===== src/rtl/xret_pkg.sv =====
package xret_pkg;
    localparam int unsigned INSTR_W = 32;
    localparam logic [INSTR_W-1:0] XRET_MASK = 32'hFC00_FFFF;
    localparam logic [INSTR_W-1:0] XRET_PATT = 32'h2000_F37F;
    localparam int unsigned VARIANT_BIT = 16;

    typedef enum logic [1:0] {
        OUT_IDLE = 2'd0,
        OUT_RI   = 2'd1,
        OUT_CU   = 2'd2,
        OUT_RET  = 2'd3
    } xret_outcome_e;
endpackage


===== src/rtl/xret_decode.sv =====
module xret_decode
    import xret_pkg::*;
(
    input  logic [INSTR_W-1:0] word_i,
    output logic               match_o,
    output logic               variant_o
);
    always_comb begin
        match_o   = ((word_i & XRET_MASK) == XRET_PATT);
        variant_o = word_i[VARIANT_BIT];
    end
endmodule


===== src/rtl/xret_arbiter.sv =====
module xret_arbiter
    import xret_pkg::*;
(
    input  logic          valid_i,
    input  logic          match_i,
    input  logic          variant_i,
    input  logic          variant_ok_i,
    input  logic          cop_en_i,
    output xret_outcome_e outcome_o
);
    always_comb begin
        if (!(valid_i && match_i))
            outcome_o = OUT_IDLE;
        else if (variant_i && !variant_ok_i)
            outcome_o = OUT_RI;
        else if (!cop_en_i)
            outcome_o = OUT_CU;
        else
            outcome_o = OUT_RET;
    end
endmodule


===== src/rtl/xret_sext.sv =====
module xret_sext #(
    parameter int unsigned IN_W  = 32,
    parameter int unsigned OUT_W = 64
) (
    input  logic [IN_W-1:0]  a_i,
    output logic [OUT_W-1:0] y_o
);
    localparam int unsigned EXT_W = OUT_W - IN_W;
    generate
        if (EXT_W == 0) begin : g_same
            assign y_o = a_i;
        end else begin : g_ext
            assign y_o = {{EXT_W{a_i[IN_W-1]}}, a_i};
        end
    endgenerate
endmodule


===== src/rtl/xret_unit.sv =====
module xret_unit
    import xret_pkg::*;
#(
    parameter int unsigned PC_W  = 32,
    parameter int unsigned XPC_W = 64,
    parameter int unsigned SS_W  = 4
) (
    input  logic                  clk,
    input  logic                  rst,
    input  logic                  instr_valid,
    input  logic [INSTR_W-1:0]    instr_word,
    input  logic                  variant_ok,
    input  logic                  cop_en,
    input  logic                  err_lvl_i,
    input  logic                  exc_lvl_i,
    input  logic                  boot_vec_i,
    input  logic [SS_W-1:0]       hss_i,
    input  logic [SS_W-1:0]       pss_i,
    input  logic [SS_W-1:0]       css_i,
    input  logic [PC_W-1:0]       err_pc_i,
    input  logic [PC_W-1:0]       exc_pc_i,
    input  logic                  link_i,
    output logic                  redirect,
    output logic                  hazard_clr,
    output logic                  ri_exc,
    output logic                  cu_exc,
    output logic [XPC_W-1:0]      next_pc,
    output logic                  err_lvl_o,
    output logic                  exc_lvl_o,
    output logic [SS_W-1:0]       css_o,
    output logic                  link_o
);
    typedef struct packed {
        logic             redirect;
        logic             hazard;
        logic             ri;
        logic             cu;
        logic [XPC_W-1:0] pc;
        logic             err;
        logic             exc;
        logic [SS_W-1:0]  css;
        logic             link;
    } xret_out_t;

    logic          dec_match;
    logic          dec_variant;
    xret_outcome_e outcome;
    logic [XPC_W-1:0] err_pc_ext;
    logic [XPC_W-1:0] exc_pc_ext;
    xret_out_t     st_d;
    xret_out_t     st_q;

    xret_decode u_decode (
        .word_i    (instr_word),
        .match_o   (dec_match),
        .variant_o (dec_variant)
    );

    xret_arbiter u_arb (
        .valid_i      (instr_valid),
        .match_i      (dec_match),
        .variant_i    (dec_variant),
        .variant_ok_i (variant_ok),
        .cop_en_i     (cop_en),
        .outcome_o    (outcome)
    );

    xret_sext #(.IN_W(PC_W), .OUT_W(XPC_W)) u_sext_err (
        .a_i (err_pc_i),
        .y_o (err_pc_ext)
    );

    xret_sext #(.IN_W(PC_W), .OUT_W(XPC_W)) u_sext_exc (
        .a_i (exc_pc_i),
        .y_o (exc_pc_ext)
    );

    always_comb begin
        st_d          = st_q;
        st_d.redirect = 1'b0;
        st_d.hazard   = 1'b0;
        st_d.ri       = 1'b0;
        st_d.cu       = 1'b0;
        st_d.err      = err_lvl_i;
        st_d.exc      = exc_lvl_i;
        st_d.css      = css_i;
        st_d.link     = link_i;
        unique case (outcome)
            OUT_RI: st_d.ri = 1'b1;
            OUT_CU: st_d.cu = 1'b1;
            OUT_RET: begin
                st_d.redirect = 1'b1;
                st_d.hazard   = 1'b1;
                if (err_lvl_i) begin
                    st_d.pc  = err_pc_ext;
                    st_d.err = 1'b0;
                end else begin
                    st_d.pc  = exc_pc_ext;
                    st_d.exc = 1'b0;
                    if ((hss_i != '0) && !boot_vec_i)
                        st_d.css = pss_i;
                end
                if (!dec_variant)
                    st_d.link = 1'b0;
            end
            default: ;
        endcase
    end

    always_ff @(posedge clk) begin
        if (rst) st_q <= '0;
        else     st_q <= st_d;
    end

    assign redirect   = st_q.redirect;
    assign hazard_clr = st_q.hazard;
    assign ri_exc     = st_q.ri;
    assign cu_exc     = st_q.cu;
    assign next_pc    = st_q.pc;
    assign err_lvl_o  = st_q.err;
    assign exc_lvl_o  = st_q.exc;
    assign css_o      = st_q.css;
    assign link_o     = st_q.link;

    assert_idle_quiet_R1: assert property (@(posedge clk) disable iff (rst)
        !(instr_valid && dec_match) |=> (!redirect && !ri_exc && !cu_exc
            && err_lvl_o == $past(err_lvl_i) && exc_lvl_o == $past(exc_lvl_i)
            && link_o == $past(link_i)));

    assert_ri_raise_R2: assert property (@(posedge clk) disable iff (rst)
        (instr_valid && dec_match && dec_variant && !variant_ok)
            |=> (ri_exc && !cu_exc && !redirect && css_o == $past(css_i)));

    assert_cu_raise_R3: assert property (@(posedge clk) disable iff (rst)
        (instr_valid && dec_match && !(dec_variant && !variant_ok) && !cop_en)
            |=> (cu_exc && !ri_exc && link_o == $past(link_i)));

    assert_err_path_R4: assert property (@(posedge clk) disable iff (rst)
        (outcome == OUT_RET && err_lvl_i)
            |=> (!err_lvl_o && exc_lvl_o == $past(exc_lvl_i)
                 && next_pc[PC_W-1:0] == $past(err_pc_i)));

    assert_exc_path_R5: assert property (@(posedge clk) disable iff (rst)
        (outcome == OUT_RET && !err_lvl_i)
            |=> (!exc_lvl_o && next_pc[PC_W-1:0] == $past(exc_pc_i)));

    assert_link_clear_R7: assert property (@(posedge clk) disable iff (rst)
        (outcome == OUT_RET && !instr_word[VARIANT_BIT]) |=> !link_o);

    assert_pulse_excl_R8: assert property (@(posedge clk) disable iff (rst)
        (redirect == hazard_clr) && $countones({redirect, ri_exc, cu_exc}) <= 1);

    assert_pc_hold_R8: assert property (@(posedge clk) disable iff (rst)
        (outcome != OUT_RET) |=> $stable(next_pc));
endmodule


===== config.mk =====
export PLATFORM = sky130hd
export DESIGN_NAME = xret_unit
export DESIGN_NICKNAME = d
export VERILOG_FILES = /design/src/rtl/xret_pkg.sv /design/src/rtl/xret_decode.sv /design/src/rtl/xret_arbiter.sv /design/src/rtl/xret_sext.sv /design/src/rtl/xret_unit.sv
export SDC_FILE = /design/constraint.sdc
export NUM_CORES = 1
export LEC_CHECK = 0
export CORE_MARGIN = 4
export CORE_UTILIZATION = 47
export CTS_BUF_LIST = sky130_fd_sc_hd__clkbuf_8
export CTS_CLUSTER_DIAMETER = 60
export CTS_CLUSTER_SIZE = 25
export DETAILED_ROUTE_END_ITERATION = 12
export PLACE_DENSITY = 0.9
export SYNTH_ARGS = -nofsm -noshare
export SYNTH_HDL_FRONTEND = slang
export SYNTH_HIERARCHICAL = 1
export SYNTH_SLANG_ARGS = --single-unit

===== constraint.sdc =====
create_clock -name clk -period 7.2 [get_ports clk]
set_input_delay 2.16 -clock clk [delete_from_list [all_inputs] [get_ports clk]]
set_output_delay 2.16 -clock clk [all_outputs]
set_load 0.01 [all_outputs]

### Word-level counts from Yosys, hierarchy flattened

Index checks and enable logic that the tools add are counted.

| word-level totals | value |
|---|---|
| register bits after elaboration | 75 |
| bits of input ports | 117 |
| output and inout bits | 75 |

| operators by class | value |
|---|---|
| equality and inequality tests | 4 |
| mux-type cells | 11 |
| reductions and logical operators | 7 |

Operator list:

| kind | number |
|---|---|
| 64-bit two-way mux | 1 |
| 22-bit by 20-bit equality test with 1-bit output (second input constant) | 1 |
| 2-bit two-way mux | 3 |
| 6-bit two-way mux | 1 |
| 5-bit two-way mux | 1 |
| 2-bit equality test (second input constant) | 2 |
| 1-bit two-way mux | 4 |
| 4-bit two-way mux | 1 |
| 4-bit nonzero test | 1 |
| 1-bit logical AND | 3 |
| 2-bit by 1-bit equality test with 1-bit output (second input constant) | 1 |
| 1-bit logical NOT | 2 |
| 2-bit OR reduction | 1 |

### Longest topological paths before layout

| depth | value |
|---|---|
| word-level depth | 6 |
| gate-level depth with buffers | 10 |
| depth with buffers taken out | 8 |

### Cells and area by module

Netlist, hierarchy kept.

Modules (own cells, without submodules):

| module | instances | cells an instance | area an instance (µm²) | sequential area each (µm²) |
|---|---|---|---|---|
| xret_unit | 1 | 315 | 3075.4 | 1481.4 |
| xret_sext | 2 | 64 | 480.5 | 0.0 |
| xret_decode | 1 | 9 | 81.3 | 0.0 |
| xret_arbiter | 1 | 5 | 43.8 | 0.0 |

### Worst setup path after synthesis

OpenSTA, ideal clock, no wires.

| timing path | value |
|---|---|
| path type | input to register |
| start point | input instr_word[10] |
| end point | register st_q (netlist bit next_pc[10]) |
| library setup time | 0.067 ns |
| data arrival time | 3.783 ns |
| required time | 7.133 ns |
| setup slack | 3.350 ns |
| stages on the path | 10 |
| buffers on the path | 2 |
| path through | and4bb_1 -> nand3_1 -> nor4_2 -> nand2_1 -> a21oi_2 -> nand2_2 -> or2_1 -> buf_6 -> buf_8 -> o21ai_2 |

| on the way | value |
|---|---|
| word-level cells in the longest chain between the ends | 4 |

RTL lines:

| element | RTL line | source |
|---|---|---|
| from (decl) | xret_unit.sv:11 | `input logic [INSTR_W-1:0] instr_word,` |
| 22-bit by 20-bit equality test with 1-bit output | xret_decode.sv:9 | `match_o = ((word_i & XRET_MASK) == XRET_PATT);` |
| net dec_match | xret_unit.sv:45 | `logic dec_match;` |
| 1-bit logical AND | xret_arbiter.sv:12 | `if (!(valid_i && match_i))` |
| 2-bit two-way mux | xret_arbiter.sv:12 |  |
| net outcome[0] | xret_unit.sv:47 | `xret_outcome_e outcome;` |
| 2-bit equality test | xret_unit.sv:88 | `unique case (outcome)` |
| to (signal assigned) | xret_unit.sv:112 | `else st_q <= st_d;` |
| to (decl) | xret_unit.sv:51 | `xret_out_t st_q;` |

The timed path passes the listed nets, and every way through them passes these cells.
A chain may end at the register's enable or synchronous reset.

### Worst setup path after layout

| timing path | value |
|---|---|
| start point | input instr_word[2] |
| end point | register st_q (netlist bit next_pc[1]) |

Same word-level chain as after synthesis.

==> impl_metrics.toml <==
[status]
status = "completed"

[sta]
slew_violations = 0
finalSetupTns_ns = 0
finalCriticalPeriod_ns = 4.491
rsz0062_at_grt = "false"
hold_viol_final = 0
fmax_mhz = 222.6
period_share_pct = 62.38
relSlewSlack_pct = 21.54
finalSetupViolCount = 0
finClkSkew_ns = 0
setup_ws_ns = 2.709
worstMarginPinSlew_ns = 1.173
hold_slack_ns = 0.4509

[yosys]
synthDistinctLibCells = 31
yosysTopAreaCell = "dfxtp_1"
async_flop_share_pct = 0
synth_edf_count = 0
synth_top_area_share_pct = 35.60
synthCells = 457
syn_area_sq_um = 4161
synth_nets = 574
ys_seq_elements = 74
netlist_top_cells_area = "dfxtp_1 36%, buf_4 25%, mux2i_1 16%"
yosys_warnings = 6
ys_seq_area_share_pct = 35.60
ys.flop_type = "dfxtp_1"
avgSynthCellArea_sq_um = 9.106

[clock_network]
clockRootBuffer = "clkbuf_8"
cts_setup_buffers = 0
cts.clk_slew.worst_paths_ns = 0.07
cts_tree = "done"
cts.sinks = 74
clk_latency_ns = 0.33
htree_num_levels = 3
cts.path.max_buffers = 2
ctsResizeCount = 0
cts_buffers = 9
cts_hold_repair.buffers = 0

[routing]
route.antenna.remaining_nets = 0
viasPerCell = 4.843
drc = 0
dr.pass1.iters = 4
drt_iter0_markers = 70
wl_mm = 9.063
dr_total_vias = 2959
wl_per_cell_um = 14.83

[hold_path]
hp-start = "next_pc[37]$_SDFFE_PP0P_"
hold-path-cell-count = 2
hp-class = "reg2reg"
min_to = "next_pc[37]$_SDFFE_PP0P_"

[die]
die_w_um = 102.1
fp.dieH_um = 102.1
initial_utilization_pct = 47.95
io-pin-count = 192
core_sq_um = 8678
rows = 34
die-area_sq_um = 10420

[setup_path]
slowest_stage = "clkdlybuf4s50_1"
critPathMaxFanout = 65
r2r_slack_ns = 6.58
cp.arrival_ns = 4.74
cp_common_cell = "nand2_1"
timing.critical_path.buf_inv = 2
r2r_end = "next_pc[1]$_SDFFE_PP0P_"
ff2ff_path_depth = 2
critPathMaxStageDelay_ns = 0.45
cp.required_ns = 7.45
cp_top_family = "simple AND/OR/NAND/NOR gates"
r2r-start = "next_pc[1]$_SDFFE_PP0P_"
crit_type = "in2reg"
end_kind = "flop"
path_cells = "clkdlybuf4s50_1 > nor4bb_1 > nand2_1 > nor4_2 > nand2_1 > a21oi_2 > nand2_2 > or2_2 > buf_4 > o21ai_0"
critPathLaunchType = "input pin"

[grt]
gr-total-overflow = 0
track_usage_pct = 16.60
grt_max_degree = 68
grt_pass1_wl_mm = 13.85
antenna_found_initial = 0
grt_pass1_vias = 2948

[finish]
drive_above_1_share_pct = 7.157
nFillCells = 768
final_util_pct = 59.80
nNetsFinal = 616
area_delta_synth_final_pct = 24.71
final_common_cell = "clkdlybuf4s50_1"
instances_no_fill = 611
antenna_cells = 0
final_cell_mix = "181 x clkdlybuf4s50_1, 74 x dfxtp_1, 68 x mux2i_1"

[power_and_ir_drop]
pwr_density_cell_nw_per_um2 = 160.9
swShare_pct = 22.11
seqPwrFrac_pct = 49.3
comb_power_share_pct = 14.1
peakVddDrop_v = 0.00009378
internal_power_mw = 0.6505
leakage_nw = 2.021
p_sw_mw = 0.1847
pwr-share-clk_pct = 36.6

[placement]
dp.cells = 596
place.gp.congestion = 0.8036
dpl.hpwl_mm = 6.572
portBuffers = 182
place_ws_ns = 2.346

[run]
drv_cap = 0
==> power groups by stage <==
stage | registers (mW) | logic [mW] | clock network [mW]
after floorplan | 0.422 | 0.0932 | 0
after global placement | 0.421 | 0.115 | 0
after detailed placement | 0.421 | 0.118 | 0
after CTS | 0.412 | 0.119 | 0.320
final | 0.412 | 0.117 | 0.306
after global routing | 0.412 | 0.126 | 0.333
==> state kept, by name, indices dropped and copies added (netlist names) <==
register	count
redirect	1
cu_exc	1
css_o	4
exc_lvl_o	1
err_lvl_o	1
ri_exc	1
link_o	1
next_pc	64
==> worst max path at each step <==
stage,from,to,depth (start not counted)
floorplan,instr_word[10],next_pc[10]$_SDFFE_PP0P_,10
global placement,instr_word[10],next_pc[52]$_SDFFE_PP0P_,10
detailed placement,instr_word[2],next_pc[1]$_SDFFE_PP0P_,10
CTS,instr_word[2],next_pc[1]$_SDFFE_PP0P_,10
global route,instr_word[2],next_pc[1]$_SDFFE_PP0P_,10
finish,instr_word[2],next_pc[1]$_SDFFE_PP0P_,10
==> layout make-up <==
| type | instances | area [sq um] | area share (%) |
|---|---|---|---|
| clock buffers | 10 | 137.6 | 2.652 |
| inverters | 2 | 7.507 | 0.1446 |
| well taps | 108 | 135.1 | 2.604 |
| clock inverters | 5 | 47.55 | 0.9161 |
| repair buffers | 184 | 1834 | 35.34 |
| multi-input cells | 228 | 1546 | 29.80 |
| flip-flops and latches | 74 | 1481 | 28.54 |
==> through the flow <==
step,area [sq um],total power [mW]
final,5190,0.8351
after global routing,5190,0.8711
after CTS,5190,0.8498
after detailed placement,5005,0.5394
after global placement,5005,0.5355
after floorplan,4161,0.5154
==> Yosys cell counts (2+ instances only) <==
master	count
mux2i_1	68
buf_4	136
dfxtp_1	74
nand2b_1	8
nand2_1	66
clkbuf_1	8
nor3b_1	4
inv_1	2
o21ai_2	11
buf_2	3
o21ai_0	15
nor2_1	2
buf_6	5
o21ai_1	38
==> worst min-delay path: stages, from the launching register on <==
cell and delay, ns:
dfxtp_1 0.31, nand2_1 0.05, o21ai_1 0.05
==> cell families (layout without fill, tap and decap cells) <==
family / Yosys count / after routing / synth area share [%]
mux: 68 / 68 / 16.36
flops: 74 / 74 / 35.60
compound gates: 66 / 66 / 9.020
simple gates: 94 / 94 / 11.52
buf+inv: 155 / 201 / 27.51
==> layer usage <==
metal  up-vias  routed length [um]  track usage, %  share of wire [%]
met5         -                   0               0                  0
met4         0                 136           4.945                1.5
met3        15                 618           5.529                6.8
met2        92                4775           30.53                 53
met1      1379                3532           17.99                 39
li1       1473                   -               -                  -
Power figures use the tool's default switching activity.
